[config.mk]
export PLATFORM = sky130hd
export DESIGN_NAME = nmi_entry_seq
export DESIGN_NICKNAME = d
export VERILOG_FILES = /design/src/rtl/nmi_pkg.sv /design/src/rtl/nmi_edge_latch.sv /design/src/rtl/nmi_entry_fsm.sv /design/src/rtl/nmi_entry_seq.sv
export SDC_FILE = /design/constraint.sdc
export NUM_CORES = 1
export LEC_CHECK = 0
export BUFFER_PORTS_ARGS = -buffer_cell sky130_fd_sc_hd__buf_2
export CORE_UTILIZATION = 52
export CTS_CLUSTER_DIAMETER = 120
export DETAILED_ROUTE_END_ITERATION = 7
export PLACE_DENSITY = 0.86
export SLEW_MARGIN = 20
export SYNTH_ARGS = -nofsm -noshare
export SYNTH_HDL_FRONTEND = slang
export SYNTH_SLANG_ARGS = --single-unit
[constraint.sdc]
create_clock -name clk -period 2.6 [get_ports clk]
set_input_delay 0 -clock clk [delete_from_list [all_inputs] [get_ports clk]]
set_output_delay 0 -clock clk [all_outputs]
set_load 0.01 [all_outputs]
[src/rtl/nmi_pkg.sv]
package nmi_pkg;

    typedef enum logic [2:0] {
        ST_IDLE     = 3'd0,
        ST_PUSH_PCH = 3'd1,
        ST_PUSH_PCL = 3'd2,
        ST_PUSH_PSR = 3'd3,
        ST_VEC_LO   = 3'd4,
        ST_VEC_HI   = 3'd5,
        ST_LOAD_PC  = 3'd6
    } nmi_state_e;

endpackage

[src/rtl/nmi_edge_latch.sv]
module nmi_edge_latch #(
    parameter int SYNC_STAGES = 2
) (
    input  logic clk,
    input  logic rst_n,
    input  logic nmi_n,
    input  logic clr,
    output logic pending
);

    localparam int LAST = SYNC_STAGES - 1;

    logic [LAST:0] sync_q;
    logic          prev_q;
    logic          fall;

    // Synchronizer chain; idle level of the pin is high.
    always_ff @(posedge clk or negedge rst_n) begin
        if (!rst_n) begin
            sync_q <= '1;
            prev_q <= 1'b1;
        end else begin
            sync_q <= {sync_q[LAST-1:0], nmi_n};
            prev_q <= sync_q[LAST];
        end
    end

    assign fall = prev_q & ~sync_q[LAST];

    // A new edge wins over a clear in the same cycle.
    always_ff @(posedge clk or negedge rst_n) begin
        if (!rst_n)
            pending <= 1'b0;
        else if (fall)
            pending <= 1'b1;
        else if (clr)
            pending <= 1'b0;
    end

endmodule

[src/rtl/nmi_entry_fsm.sv]
module nmi_entry_fsm
    import nmi_pkg::*;
#(
    parameter int DATA_W = 8,
    parameter logic [DATA_W-1:0] STACK_PAGE = 8'h01,
    parameter logic [2*DATA_W-1:0] VECTOR_LO = 16'hFFFA
) (
    input  logic                  clk,
    input  logic                  rst_n,
    input  logic                  poll,
    input  logic                  pending,
    input  logic [2*DATA_W-1:0]   pc_in,
    input  logic [DATA_W-1:0]     status_in,
    input  logic [DATA_W-1:0]     sp_in,
    input  logic [DATA_W-1:0]     mem_rdata,
    output logic [2*DATA_W-1:0]   mem_addr,
    output logic [DATA_W-1:0]     mem_wdata,
    output logic                  mem_we,
    output logic [2*DATA_W-1:0]   pc_out,
    output logic                  pc_load,
    output logic [DATA_W-1:0]     sp_out,
    output logic                  sp_load,
    output logic                  busy,
    output logic                  clr_pending
);

    localparam int ADDR_W = 2 * DATA_W;
    localparam logic [ADDR_W-1:0] VECTOR_HI = VECTOR_LO + ADDR_W'(1);

    nmi_state_e          state, state_nx;
    logic [ADDR_W-1:0]   pc_q;
    logic [DATA_W-1:0]   psr_q;
    logic [DATA_W-1:0]   sp_q;
    logic [DATA_W-1:0]   vec_lo_q;
    logic                accept;

    assign accept = (state == ST_IDLE) && poll && pending;

    // State register
    always_ff @(posedge clk or negedge rst_n) begin
        if (!rst_n)
            state <= ST_IDLE;
        else
            state <= state_nx;
    end

    // Next state
    always_comb begin
        state_nx = state;
        unique case (state)
            ST_IDLE:     if (accept) state_nx = ST_PUSH_PCH;
            ST_PUSH_PCH: state_nx = ST_PUSH_PCL;
            ST_PUSH_PCL: state_nx = ST_PUSH_PSR;
            ST_PUSH_PSR: state_nx = ST_VEC_LO;
            ST_VEC_LO:   state_nx = ST_VEC_HI;
            ST_VEC_HI:   state_nx = ST_LOAD_PC;
            ST_LOAD_PC:  state_nx = ST_IDLE;
            default:     state_nx = ST_IDLE;
        endcase
    end

    // Snapshot and datapath registers
    always_ff @(posedge clk or negedge rst_n) begin
        if (!rst_n) begin
            pc_q     <= '0;
            psr_q    <= '0;
            sp_q     <= '0;
            vec_lo_q <= '0;
        end else begin
            if (accept) begin
                pc_q  <= pc_in;
                psr_q <= status_in;
                sp_q  <= sp_in;
            end else if (mem_we) begin
                sp_q <= sp_q - DATA_W'(1);
            end
            if (state == ST_VEC_HI)
                vec_lo_q <= mem_rdata;
        end
    end

    // Outputs
    always_comb begin
        mem_addr  = '0;
        mem_wdata = '0;
        mem_we    = 1'b0;
        pc_out    = {mem_rdata, vec_lo_q};
        pc_load   = 1'b0;
        sp_out    = sp_q;
        sp_load   = 1'b0;
        busy      = (state != ST_IDLE);
        clr_pending = accept;
        unique case (state)
            ST_IDLE: ;
            ST_PUSH_PCH: begin
                mem_addr  = {STACK_PAGE, sp_q};
                mem_wdata = pc_q[ADDR_W-1:DATA_W];
                mem_we    = 1'b1;
            end
            ST_PUSH_PCL: begin
                mem_addr  = {STACK_PAGE, sp_q};
                mem_wdata = pc_q[DATA_W-1:0];
                mem_we    = 1'b1;
            end
            ST_PUSH_PSR: begin
                mem_addr  = {STACK_PAGE, sp_q};
                mem_wdata = psr_q;
                mem_we    = 1'b1;
            end
            ST_VEC_LO:  mem_addr = VECTOR_LO;
            ST_VEC_HI:  mem_addr = VECTOR_HI;
            ST_LOAD_PC: begin
                pc_load = 1'b1;
                sp_load = 1'b1;
            end
            default: ;
        endcase
    end

endmodule

[src/rtl/nmi_entry_seq.sv]
module nmi_entry_seq #(
    parameter int DATA_W      = 8,
    parameter int SYNC_STAGES = 2,
    parameter logic [DATA_W-1:0]   STACK_PAGE = 8'h01,
    parameter logic [2*DATA_W-1:0] VECTOR_LO  = 16'hFFFA
) (
    input  logic                clk,
    input  logic                rst_n,
    input  logic                nmi_n,
    input  logic                poll,
    input  logic [2*DATA_W-1:0] pc_in,
    input  logic [DATA_W-1:0]   status_in,
    input  logic [DATA_W-1:0]   sp_in,
    output logic [2*DATA_W-1:0] mem_addr,
    output logic [DATA_W-1:0]   mem_wdata,
    output logic                mem_we,
    input  logic [DATA_W-1:0]   mem_rdata,
    output logic [2*DATA_W-1:0] pc_out,
    output logic                pc_load,
    output logic [DATA_W-1:0]   sp_out,
    output logic                sp_load,
    output logic                busy
);

    logic pending;
    logic clr_pending;

    nmi_edge_latch #(
        .SYNC_STAGES(SYNC_STAGES)
    ) u_latch (
        .clk     (clk),
        .rst_n   (rst_n),
        .nmi_n   (nmi_n),
        .clr     (clr_pending),
        .pending (pending)
    );

    nmi_entry_fsm #(
        .DATA_W     (DATA_W),
        .STACK_PAGE (STACK_PAGE),
        .VECTOR_LO  (VECTOR_LO)
    ) u_fsm (
        .clk         (clk),
        .rst_n       (rst_n),
        .poll        (poll),
        .pending     (pending),
        .pc_in       (pc_in),
        .status_in   (status_in),
        .sp_in       (sp_in),
        .mem_rdata   (mem_rdata),
        .mem_addr    (mem_addr),
        .mem_wdata   (mem_wdata),
        .mem_we      (mem_we),
        .pc_out      (pc_out),
        .pc_load     (pc_load),
        .sp_out      (sp_out),
        .sp_load     (sp_load),
        .busy        (busy),
        .clr_pending (clr_pending)
    );

endmodule

==> summary.md, run 1 <==
| Metric | Value |
|---|---|
| Status | `complete, no violations` |
| Initial antenna violation count | `0` |
| Final setup violation count | `0` |
| Largest family of logic cells by synthesized area | `simple AND/OR/NAND/NOR gates` |
| Gpl congestion | `0.822` |
| Most common cell after layout, fill and taps aside | `buf_2` |
| Worst Max-Slew Pin Slew | `667 ps` |
| Hpwl dp | `3.47 mm` |
| Aggregate global-route resource usage | `24.6%` |
| Slew margin rel. | `55.5%` |
| CP Capture Type | `primary output` |
| Post-Route WL | `5.49 mm` |
| Fraction of the mapped netlist area in adder cells | `0.530%` |
| Antenna cells | `0` |
| Yosys Warn Count | `0` |
| Antenna Nets Post-Route | `0` |
| DR vias | `2134` |
| CTS sink cnt | `47` |
| Number of global-route vias before repair | `2071` |
| Fill count | `326` |
| Mapped Area | `0.00236 mm²` |
| CTS tree | `yes` |
| Hold Path Sink | `u_latch.pending` |
| Total CTS buffers | `5` |
| Vias per cell | `5.02` |
| Area leader, netlist | `dfrtp_1` |
| FP Rows | `24` |
| H-Tree Depth | `2` |
| Die width | `69.4 µm` |
| Peak supply drop | `0.000508 V` |
| Drt drc | `0` |
| Fmax | `471 MHz` |
| Crit start category | `flop` |
| Nets@finish | `417` |
| Core Box Area | `0.00435 mm²` |
| Synth Area in XOR/XNOR | `1.11%` |
| Clock latency on the worst-skew pair | `300 ps` |
| Cell depth of the worst hold path | `4` |
| Seq/Total Area, Yosys | `49.9%` |
| Reg-to-Reg End | `u_fsm.sp_out[7]` |
| RSZ-0062 raised after global routing | `false` |
| LEAKAGE | `1.70 nW` |
| Hold/Removal Path Class | `primary input to flop` |
| DRT iter0 DRCs | `118` |
| First-pass GRT wire length | `9.36 mm` |
| Max incr delay on CP | `570 ps` |
| CP Data Required Time | `2600 ps` |
| Longest Clk Path Bufs | `2` |
| Hold Slack | `12.3 ps` |
| Gr ovfl total | `0` |
| Most frequent cells in the layout | `buf_2 (94), nand2_1 (84), dfrtp_1 (44), dlygate4sd3_1 (42), mux2_2 (16)` |
| Crit-path max FO | `10` |
| Setup crit start | `u_fsm.state[1]` |
| Synth Register Bits | `47` |
| Max Cap Viol | `0` |
| Net Count, Synth | `298` |
| Post-Syn Area per Cell | `9.34 µm²` |
| Compound-gate portion of the synthesized area | `9.69%` |
| IO buf count | `95` |
| Cell Chain, Critical Path | `buf_4 > nor2b_1 > a22oi_1 > nor2_1 > buf_2` |
| Root Buffer | `clkbuf_8` |
| CP Data Arrival Time | `2130 ps` |
| RR Startpoint | `u_fsm.state[2]` |
| Fin. max-slew vios | `0` |
| Final setup TNS | `0 ps` |
| Full die area | `0.00482 mm²` |
| Mux contribution to synthesized area | `7.63%` |
| Detailed Routing Iterations Pass 1 | `4` |
| Crit Path Category | `flop to primary output` |
| Top cell type's share of synthesized area | `46.6%` |
| Final hold violation count | `0` |
| Worst R2R Path Depth | `4` |
| Die H | `69.4 µm` |
| Worst clock skew | `8.53 ps` |
| Starting Density | `54.3%` |
| Post-synth cell types | `35` |
| HP Start | `poll` |
| Post-Synth Simple-Gate Area | `21.9%` |
| Layout cells sized above 1 | `35.9%` |
| Cell area power density | `1120 mW/mm²` |
| Top cells by area, synth | `dfrtp_1 (47%), nand2_1 (13%), mux2_2 (7.6%), buf_4 (5.7%), dfstp_2 (3.3%)` |
| Avg WL per Cell | `12.9 µm` |
| Flop-to-flop setup slack | `680 ps` |
| Fin crit period | `2130 ps` |
| P&R area growth vs syn | `38.6%` |
| Largest net degree at the start of global routing | `48` |
| Io pins | `96` |
| Fin crit share | `81.7%` |
| Cell count after synthesis | `253` |
| CTS-repair resized insts | `0` |
| Slowest CP cell | `nor2b_1` |
| Clock Pin Slew Worst Setup and Hold Paths | `90 ps` |
[repair_timing]
item	4_1_cts	5_1_grt
endpoints found under the hold margin	85	0
endpoints found under the setup margin	0	0
buffers inserted	0	0
hold buffers	42	0
[worst max-delay path by stage]
stage                      end  depth (start not counted)
3_5_place_dp   u_fsm.sp_out[7]                          4
4_1_cts           mem_wdata[0]                          5
5_1_grt           mem_wdata[5]                          5
2_1_floorplan  u_fsm.sp_out[5]                          4
6_report          mem_wdata[2]                          5
3_3_place_gp   u_fsm.sp_out[7]                          4
[per-layer routing]
layer  track usage (%)  part of all wire (%)  routed length (µm)  up-vias
li1                  -                     -                   -     1045
met1              30.4                    42                2280      984
met2              41.6                    50                2740       92
met3              5.38                   6.0                 327       13
met4              10.4                   2.5                 136        0
met5                 0                     0                   0        -
[flip-flops by register name, summed over array words and instances, names as in the netlist]
name             flops
u_latch.sync_q       2
u_latch.prev_q       1
u_fsm.sp_out         8
u_fsm.vec_lo_q       8
u_fsm.state          3
u_fsm.pc_q          16
u_latch.pending      1
u_fsm.psr_q          8
[cells in the mapped netlist]
cell type  instances
nand2_1           84
dfrtp_1           44
buf_4             18
mux2_2            16
nor2_1            15
a22oi_1            9
o21ai_0            7
a21oi_1            5
clkbuf_1           5
inv_1              5
nor3_1             4
o21ai_1            4
buf_2              3
dfstp_2            3
nand2b_1           3
o21a_1             3
xnor2_1            3
a211oi_1           2
and2_1             2
buf_6              2
inv_2              2
a21o_1             1
a221o_1            1
and3_1             1
ha_1               1
nand2_2            1
nand3_2            1
nor2b_1            1
nor3_2             1
nor3_4             1
nor4_4             1
o211ai_1           1
o21bai_4           1
or3_1              1
or3_4              1
[power by group]
group | leakage [nW] | total, W | internal (W) | switching (W)
clock | 0.0612 | 0.000553 | 0.000311 | 0.000242
combinational | 1.07 | 0.00181 | 0.000808 | 0.000999
sequential | 0.566 | 0.00130 | 0.00106 | 0.000247
total | 1.70 | 0.00366 | 0.00218 | 0.00149
[through the flow]
stage | utilization (%) | std cells | instance area (µm²) | power, W | worst slack, ps
3_5_place_dp | 62.8 | 375 | 2730 | 0.00308 | 687
6_report | 75.2 | 425 | 3270 | 0.00366 | 475
3_3_place_gp | 62.8 | 375 | 2730 | 0.00301 | 744
4_1_cts | 75.1 | 425 | 3270 | 0.00368 | 483
2_1_floorplan | - | 253 | 2360 | 0.00257 | 1100
5_1_grt | 75.2 | 425 | 3270 | 0.00397 | 317
[critical path, delay by kind of cell (launching register included)]
family,cells,cell delay (ps)
flops,1,530
buf+inv,2,400
simple gates,2,710
compound gates,1,190
[logic make-up (layout without fill, tap and decap cells)]
group,Yosys count,after routing
AOI/OAI and AO/OA,34,34
xor gates and xnor gates,3,3
adders and majority gates,1,1
buffers and inverters,35,155
DFF,47,47
muxes,16,16
and+or+nand+nor,117,117
[layout make-up]
cell class / count / area (µm²) / area share [%]
Sequential cell: 47 / 1180 / 36.0
Multi-Input combinational cell: 171 / 965 / 29.5
Timing Repair Buffer: 140 / 921 / 28.1
Clock buffer: 6 / 82.6 / 2.52
Tap cell: 52 / 65.1 / 1.99
Clock inverter: 2 / 35.0 / 1.07
Inverter: 7 / 26.3 / 0.802
(Power assumes the default switching activity.)
==> inputs of run 2 (changes only) <==
--- a/config.mk
+++ b/config.mk
@@ -6,10 +6,10 @@
 export NUM_CORES = 1
 export LEC_CHECK = 0
 export BUFFER_PORTS_ARGS = -buffer_cell sky130_fd_sc_hd__buf_2
-export CORE_UTILIZATION = 52
+export CORE_UTILIZATION = 48
 export CTS_CLUSTER_DIAMETER = 120
 export DETAILED_ROUTE_END_ITERATION = 7
-export PLACE_DENSITY = 0.86
+export PLACE_DENSITY = 0.81
 export SLEW_MARGIN = 20
 export SYNTH_ARGS = -nofsm -noshare
 export SYNTH_HDL_FRONTEND = slang
==> constraint.sdc (replaced) <==
create_clock -name clk -period 2.2 [get_ports clk]
set_input_delay 0 -clock clk [delete_from_list [all_inputs] [get_ports clk]]
set_output_delay 0 -clock clk [all_outputs]
set_load 0.01 [all_outputs]
==> summary.md, run 2 (same netlist as run 1, synthesis figures left out) <==
| Metric | Value |
|---|---|
| Post-CTS setup buffer count | `0` |
| Util after Layout | `69.8%` |
| Clock Pin Slew Worst Setup and Hold Paths | `90 ps` |
| Max Cap Viol | `0` |
| HP Start | `poll` |
| FP Rows | `25` |
| Final hold violation count | `0` |
| Reg power frac | `36.3%` |
| Aggregate global-route resource usage | `23.3%` |
| Number of global-route vias before repair | `1993` |
| Largest Register | `u_fsm.pc_q` |
| Fin crit share | `86.9%` |
| Layout cells sized above 1 | `36.7%` |
| Die width | `72.2 µm` |
| Worst Max-Slew Pin Slew | `593 ps` |
| Antenna Nets Post-Route | `0` |
| Hold/Removal Path Class | `primary input to flop` |
| Worst R2R Path Depth | `5` |
| Slowest CP cell | `dfrtp_1` |
| Combinational power share | `51.0%` |
| Clock latency on the worst-skew pair | `300 ps` |
| IO buf count | `95` |
| Cell area power density | `1300 mW/mm²` |
| DR vias | `2129` |
| Longest Clk Path Bufs | `2` |
| Crit Path Category | `flop to primary output` |
| Max reg flops | `16` |
| Nets@finish | `420` |
| Vias per cell | `4.81` |
| Power Internal | `0.00248 W` |
| Hold Path Sink | `u_latch.pending` |
| Cell depth of the worst hold path | `4` |
| Core Box Area | `0.00472 mm²` |
| Detailed Routing Iterations Pass 1 | `6` |
| Most frequent cells in the layout | `buf_2 (95), nand2_1 (84), dfrtp_1 (44), dlygate4sd3_1 (42), mux2_2 (16)` |
| Crit-path max FO | `10` |
| Slew margin rel. | `60.5%` |
| Fin crit period | `1910 ps` |
| Reg-to-Reg End | `u_fsm.pc_q[11]` |
| Final setup violation count | `0` |
| Full die area | `0.00521 mm²` |
| Fin area | `0.00330 mm²` |
| Crit start category | `flop` |
| Post-Route WL | `5.77 mm` |
| CP Data Arrival Time | `1910 ps` |
| CP Capture Type | `primary output` |
| Fill count | `385` |
| Peak supply drop | `0.000719 V` |
| Register Area | `0.00118 mm²` |
| Cell Chain, Critical Path | `buf_4 > nor2b_2 > a22oi_1 > nor2_1 > buf_2` |
| Crit path buffers/inverters | `2` |
| CTS sink cnt | `47` |
| RR Startpoint | `u_fsm.state[1]` |
| RSZ-0062 raised after global routing | `false` |
| H-Tree Depth | `2` |
| DRT iter0 DRCs | `105` |
| Hold Slack | `12.1 ps` |
| DP Area | `0.00278 mm²` |
| CTS tree | `yes` |
| First-pass GRT wire length | `9.19 mm` |
| Total CTS buffers | `5` |
| Io pins | `96` |
| Final setup TNS | `0 ps` |
| Footprint of the multi-input gates | `967 µm²` |
| Drt drc | `0` |
| Root Buffer | `clkbuf_8` |
| Most common cell after layout, fill and taps aside | `buf_2` |
| Gr ovfl total | `0` |
| P&R area growth vs syn | `39.6%` |
| Avg WL per Cell | `13.0 µm` |
| Max incr delay on CP | `550 ps` |
| Worst clock skew | `9.22 ps` |
| Die H | `72.2 µm` |
| Clock Power Share | `12.7%` |
| Hpwl dp | `3.63 mm` |
| Largest net degree at the start of global routing | `48` |
| Flop-to-flop setup slack | `550 ps` |
| Initial antenna violation count | `0` |
| Switch Pwr | `0.00180 W` |
| Fin. max-slew vios | `0` |
| Gpl congestion | `0.791` |
| Status | `complete, no violations` |
| LEAKAGE | `1.70 nW` |
| CP Data Required Time | `2200 ps` |
| Fmax | `523 MHz` |
| Antenna cells | `0` |
| CP top delay family | `flip-flops` |
| Switch share | `42.1%` |
| Starting Density | `50.0%` |
[run 2: cell types whose count changed in the layout (fill, tap and decap cells not counted), sizes merged]
| cell | change |
|---|---|
| bufinv | -1 |
| clkinvlp | +1 |
| buf | +3 |
[run 2: power by group through the flow]
stage | combinational [W] | clock (W) | sequential [W]
after floorplan | 0.00149 | 0 | 0.00154
after detailed placement | 0.00211 | 0 | 0.00156
final | 0.00219 | 0.000545 | 0.00155
after global routing | 0.00243 | 0.000605 | 0.00159
after global placement | 0.00206 | 0 | 0.00154
after CTS | 0.00217 | 0.000563 | 0.00154
[run 2: worst max path at each step]
stage	to	from	cells after the start
after floorplan	u_fsm.sp_out[5]	u_fsm.sp_out[2]	4
after global placement	mem_wdata[0]	u_fsm.state[1]	5
after detailed placement	mem_wdata[6]	u_fsm.state[1]	5
after CTS	mem_wdata[6]	u_fsm.state[1]	5
after global routing	mem_wdata[5]	u_fsm.state[1]	5
final	mem_wdata[6]	u_fsm.state[1]	5
[run 2: area by class of cell]
type	instances	area share (%)
Multi-Input combinational cell	171	29.3
Clock buffer	6	2.50
Tap cell	67	2.54
Clock inverter	2	0.493
Timing Repair Buffer	143	28.5
Inverter	7	0.797
Sequential cell	47	35.8
[run 2: worst register-to-register path: stages (launching register included)]
cell and delay, ps:
dfrtp_1 500, nor3_4 240, and3_1 320, buf_4 330, nand2_1 130, nand2_1 70
[run 2: what timing repair did]
item / 4_1_cts / 5_1_grt
hold buffers: 42 / 0
setup endpoints to repair: 0 / 10
resized for setup: 0 / 1
hold endpoints to repair: 85 / 0
[run 2: layer usage]
layer  share of wire (%)  up-vias  track usage [%]
met5                   0        -                0
met4                 2.8        0             9.15
met3                 6.0       14             4.72
met2                  49       92             40.1
met1                  42      970             28.8
li1                    -     1053                -
[run 2: through the flow]
stage | setup WS [ps] | power (W) | instances
2_1_floorplan | 699 | 0.00303 | 253
3_5_place_dp | 379 | 0.00367 | 393
4_1_cts | 30.4 | 0.00428 | 443
5_1_grt | 84.0 | 0.00463 | 443
6_report | 288 | 0.00429 | 443
3_3_place_gp | 474 | 0.00360 | 393
==> inputs of run 3 (changes only) <==
--- a/config.mk
+++ b/config.mk
@@ -6,10 +6,11 @@
 export NUM_CORES = 1
 export LEC_CHECK = 0
 export BUFFER_PORTS_ARGS = -buffer_cell sky130_fd_sc_hd__buf_2
-export CORE_UTILIZATION = 48
+export CAP_MARGIN = 40
+export CORE_UTILIZATION = 30
 export CTS_CLUSTER_DIAMETER = 120
 export DETAILED_ROUTE_END_ITERATION = 7
-export PLACE_DENSITY = 0.81
+export PLACE_DENSITY = 0.57
 export SLEW_MARGIN = 20
 export SYNTH_ARGS = -nofsm -noshare
 export SYNTH_HDL_FRONTEND = slang
==> constraint.sdc (replaced) <==
create_clock -name clk -period 1.75 [get_ports clk]
set_input_delay 0 -clock clk [delete_from_list [all_inputs] [get_ports clk]]
set_output_delay 0 -clock clk [all_outputs]
set_load 0.01 [all_outputs]
==> summary.md, run 3 (same netlist as run 1, synthesis figures left out) <==
| Metric | Value |
|---|---|
| Status | `complete, no violations` |
| P&R area growth vs syn | `42.6%` |
| LEAKAGE | `1.72 nW` |
| Final setup violation count | `0` |
| CP Data Required Time | `1750 ps` |
| Largest net degree at the start of global routing | `25` |
| Most frequent cells in the layout | `buf_2 (95), nand2_1 (84), dlygate4sd3_1 (42), dfrtp_1 (42), mux2_2 (16)` |
| Io pins | `96` |
| Full die area | `0.00823 mm²` |
| Peak supply drop | `0.000606 V` |
| DR vias | `2137` |
| Post-Route WL | `6.00 mm` |
| Root Buffer | `clkbuf_8` |
| Final setup TNS | `0 ps` |
| CTS sink cnt | `47` |
| Clock latency on the worst-skew pair | `300 ps` |
| Core Box Area | `0.00745 mm²` |
| Slowest CP cell | `dfrtp_2` |
| Die width | `90.7 µm` |
| H-Tree Depth | `2` |
| Crit-path max FO | `11` |
| Total CTS buffers | `5` |
| Antenna cells | `0` |
| Detailed Routing Iterations Pass 1 | `4` |
| Cell depth of the worst hold path | `4` |
| Hpwl dp | `4.14 mm` |
| Fin. max-slew vios | `0` |
| Worst clock skew | `9.65 ps` |
| Clock Pin Slew Worst Setup and Hold Paths | `80 ps` |
| First-pass GRT wire length | `10.3 mm` |
| Antenna Nets Post-Route | `0` |
| Hold/Removal Path Class | `primary input to flop` |
| CP Capture Type | `primary output` |
| CTS tree | `yes` |
| DRT iter0 DRCs | `90` |
| Aggregate global-route resource usage | `15.5%` |
| Vias per cell | `4.47` |
| Worst Max-Slew Pin Slew | `591 ps` |
| Fill count | `743` |
| Final hold violation count | `0` |
| Nets@finish | `423` |
| Total Power | `0.00538 W` |
| Cell area power density | `1600 mW/mm²` |
| Layout cells sized above 1 | `37.2%` |
| Max reg flops | `16` |
| Starting Density | `31.7%` |
| Worst R2R Path Depth | `4` |
| Avg WL per Cell | `12.6 µm` |
| Post-CTS setup buffer count | `0` |
| Crit start category | `flop` |
| Largest Register | `u_fsm.pc_q` |
| FP Rows | `31` |
| Initial antenna violation count | `0` |
| Fin crit share | `94.6%` |
| Number of global-route vias before repair | `2176` |
| Longest Clk Path Bufs | `2` |
| Fin crit period | `1660 ps` |
| Max incr delay on CP | `460 ps` |
| Crit Path Category | `flop to primary output` |
| CP Data Arrival Time | `1660 ps` |
| RSZ-0062 raised after global routing | `false` |
| IO buf count | `95` |
| Cell Chain, Critical Path | `buf_6 > mux2_2 > a22oi_1 > nor2_1 > buf_2` |
| Die H | `90.7 µm` |
| Drt drc | `0` |
| Most common cell after layout, fill and taps aside | `buf_2` |
| Fmax | `604 MHz` |
| Gpl congestion | `0.803` |
| Max Cap Viol | `0` |
| Slew margin rel. | `60.6%` |
| Gr ovfl total | `0` |
-- run 3: cell type report --
| class | count | area [µm²] | area share [%] |
|---|---|---|---|
| Clock buffer | 7 | 86.3 | 2.56 |
| Clock inverter | 1 | 5.00 | 0.149 |
| Inverter | 7 | 26.3 | 0.780 |
| Multi-Input combinational cell | 171 | 965 | 28.6 |
| Sequential cell | 47 | 1180 | 35.1 |
| Tap cell | 99 | 124 | 3.68 |
| Timing Repair Buffer | 146 | 980 | 29.1 |
-- run 3: worst paths after layout --
| kind | startpoint | slack, ps | end |
|---|---|---|---|
| hold reg to reg | u_latch.sync_q[0] | 360 | u_latch.sync_q[1] |
| min in group asynchronous | rst_n | 230 | u_fsm.sp_out[7] |
| setup / recovery | u_fsm.state[1] | 90 | mem_wdata[3] |
| setup reg to reg | u_fsm.sp_out[2] | 170 | u_fsm.sp_out[5] |
| hold / removal | poll | 40 | u_latch.pending |
| max in group asynchronous | rst_n | 900 | u_latch.sync_q[1] |
-- run 3: what timing repair did --
| action | CTS | global route |
|---|---|---|
| gates cloned | 0 | 0 |
| setup endpoints to repair | 8 | 8 |
| hold buffers | 42 | 0 |
| hold endpoints to repair | 64 | 0 |
| pin swaps | 0 | 0 |
| gates resized for setup | 1 | 2 |
-- run 3: metal layers --
metal  vias to the layer above  global-route usage [%]  share of wire, %  routed length [µm]
met4                         0                    3.63              0.63                  38
met5                         -                       0                 0                   0
met1                       995                    20.4                47                2800
met2                        78                    25.8                47                2800
met3                         4                    3.28               6.0                 359
li1                       1060                       -                 -                   -
-- run 3: power breakdown --
group / internal, W / switching, W / total (W) / leakage (nW)
clock network: 0.000319 / 0.000336 / 0.000655 / 0.0482
registers: 0.00158 / 0.000360 / 0.00194 / 0.564
logic: 0.00127 / 0.00152 / 0.00279 / 1.11
total: 0.00316 / 0.00222 / 0.00538 / 1.72
-- run 3: worst max-delay path: cells and delay by family (launching register included) --
family / cells / cell delay [ps]
muxes: 1 / 340
and+or+nand+nor: 1 / 50
DFF: 1 / 460
AOI/OAI and AO/OA: 1 / 190
buffers and inverters: 2 / 330
-- run 3: stage by stage --
step	instances	setup slack [ps]	hold WS [ps]	area [µm²]	util (%)
detailed placement	428	180	39.6	2850	38.3
global route	478	0.357	75.2	3370	45.2
floorplan	253	249	-296	2360	-
global placement	428	189	44.9	2850	38.3
finish	478	94.6	38.9	3370	45.2
CTS	478	21.8	28.4	3360	45.2
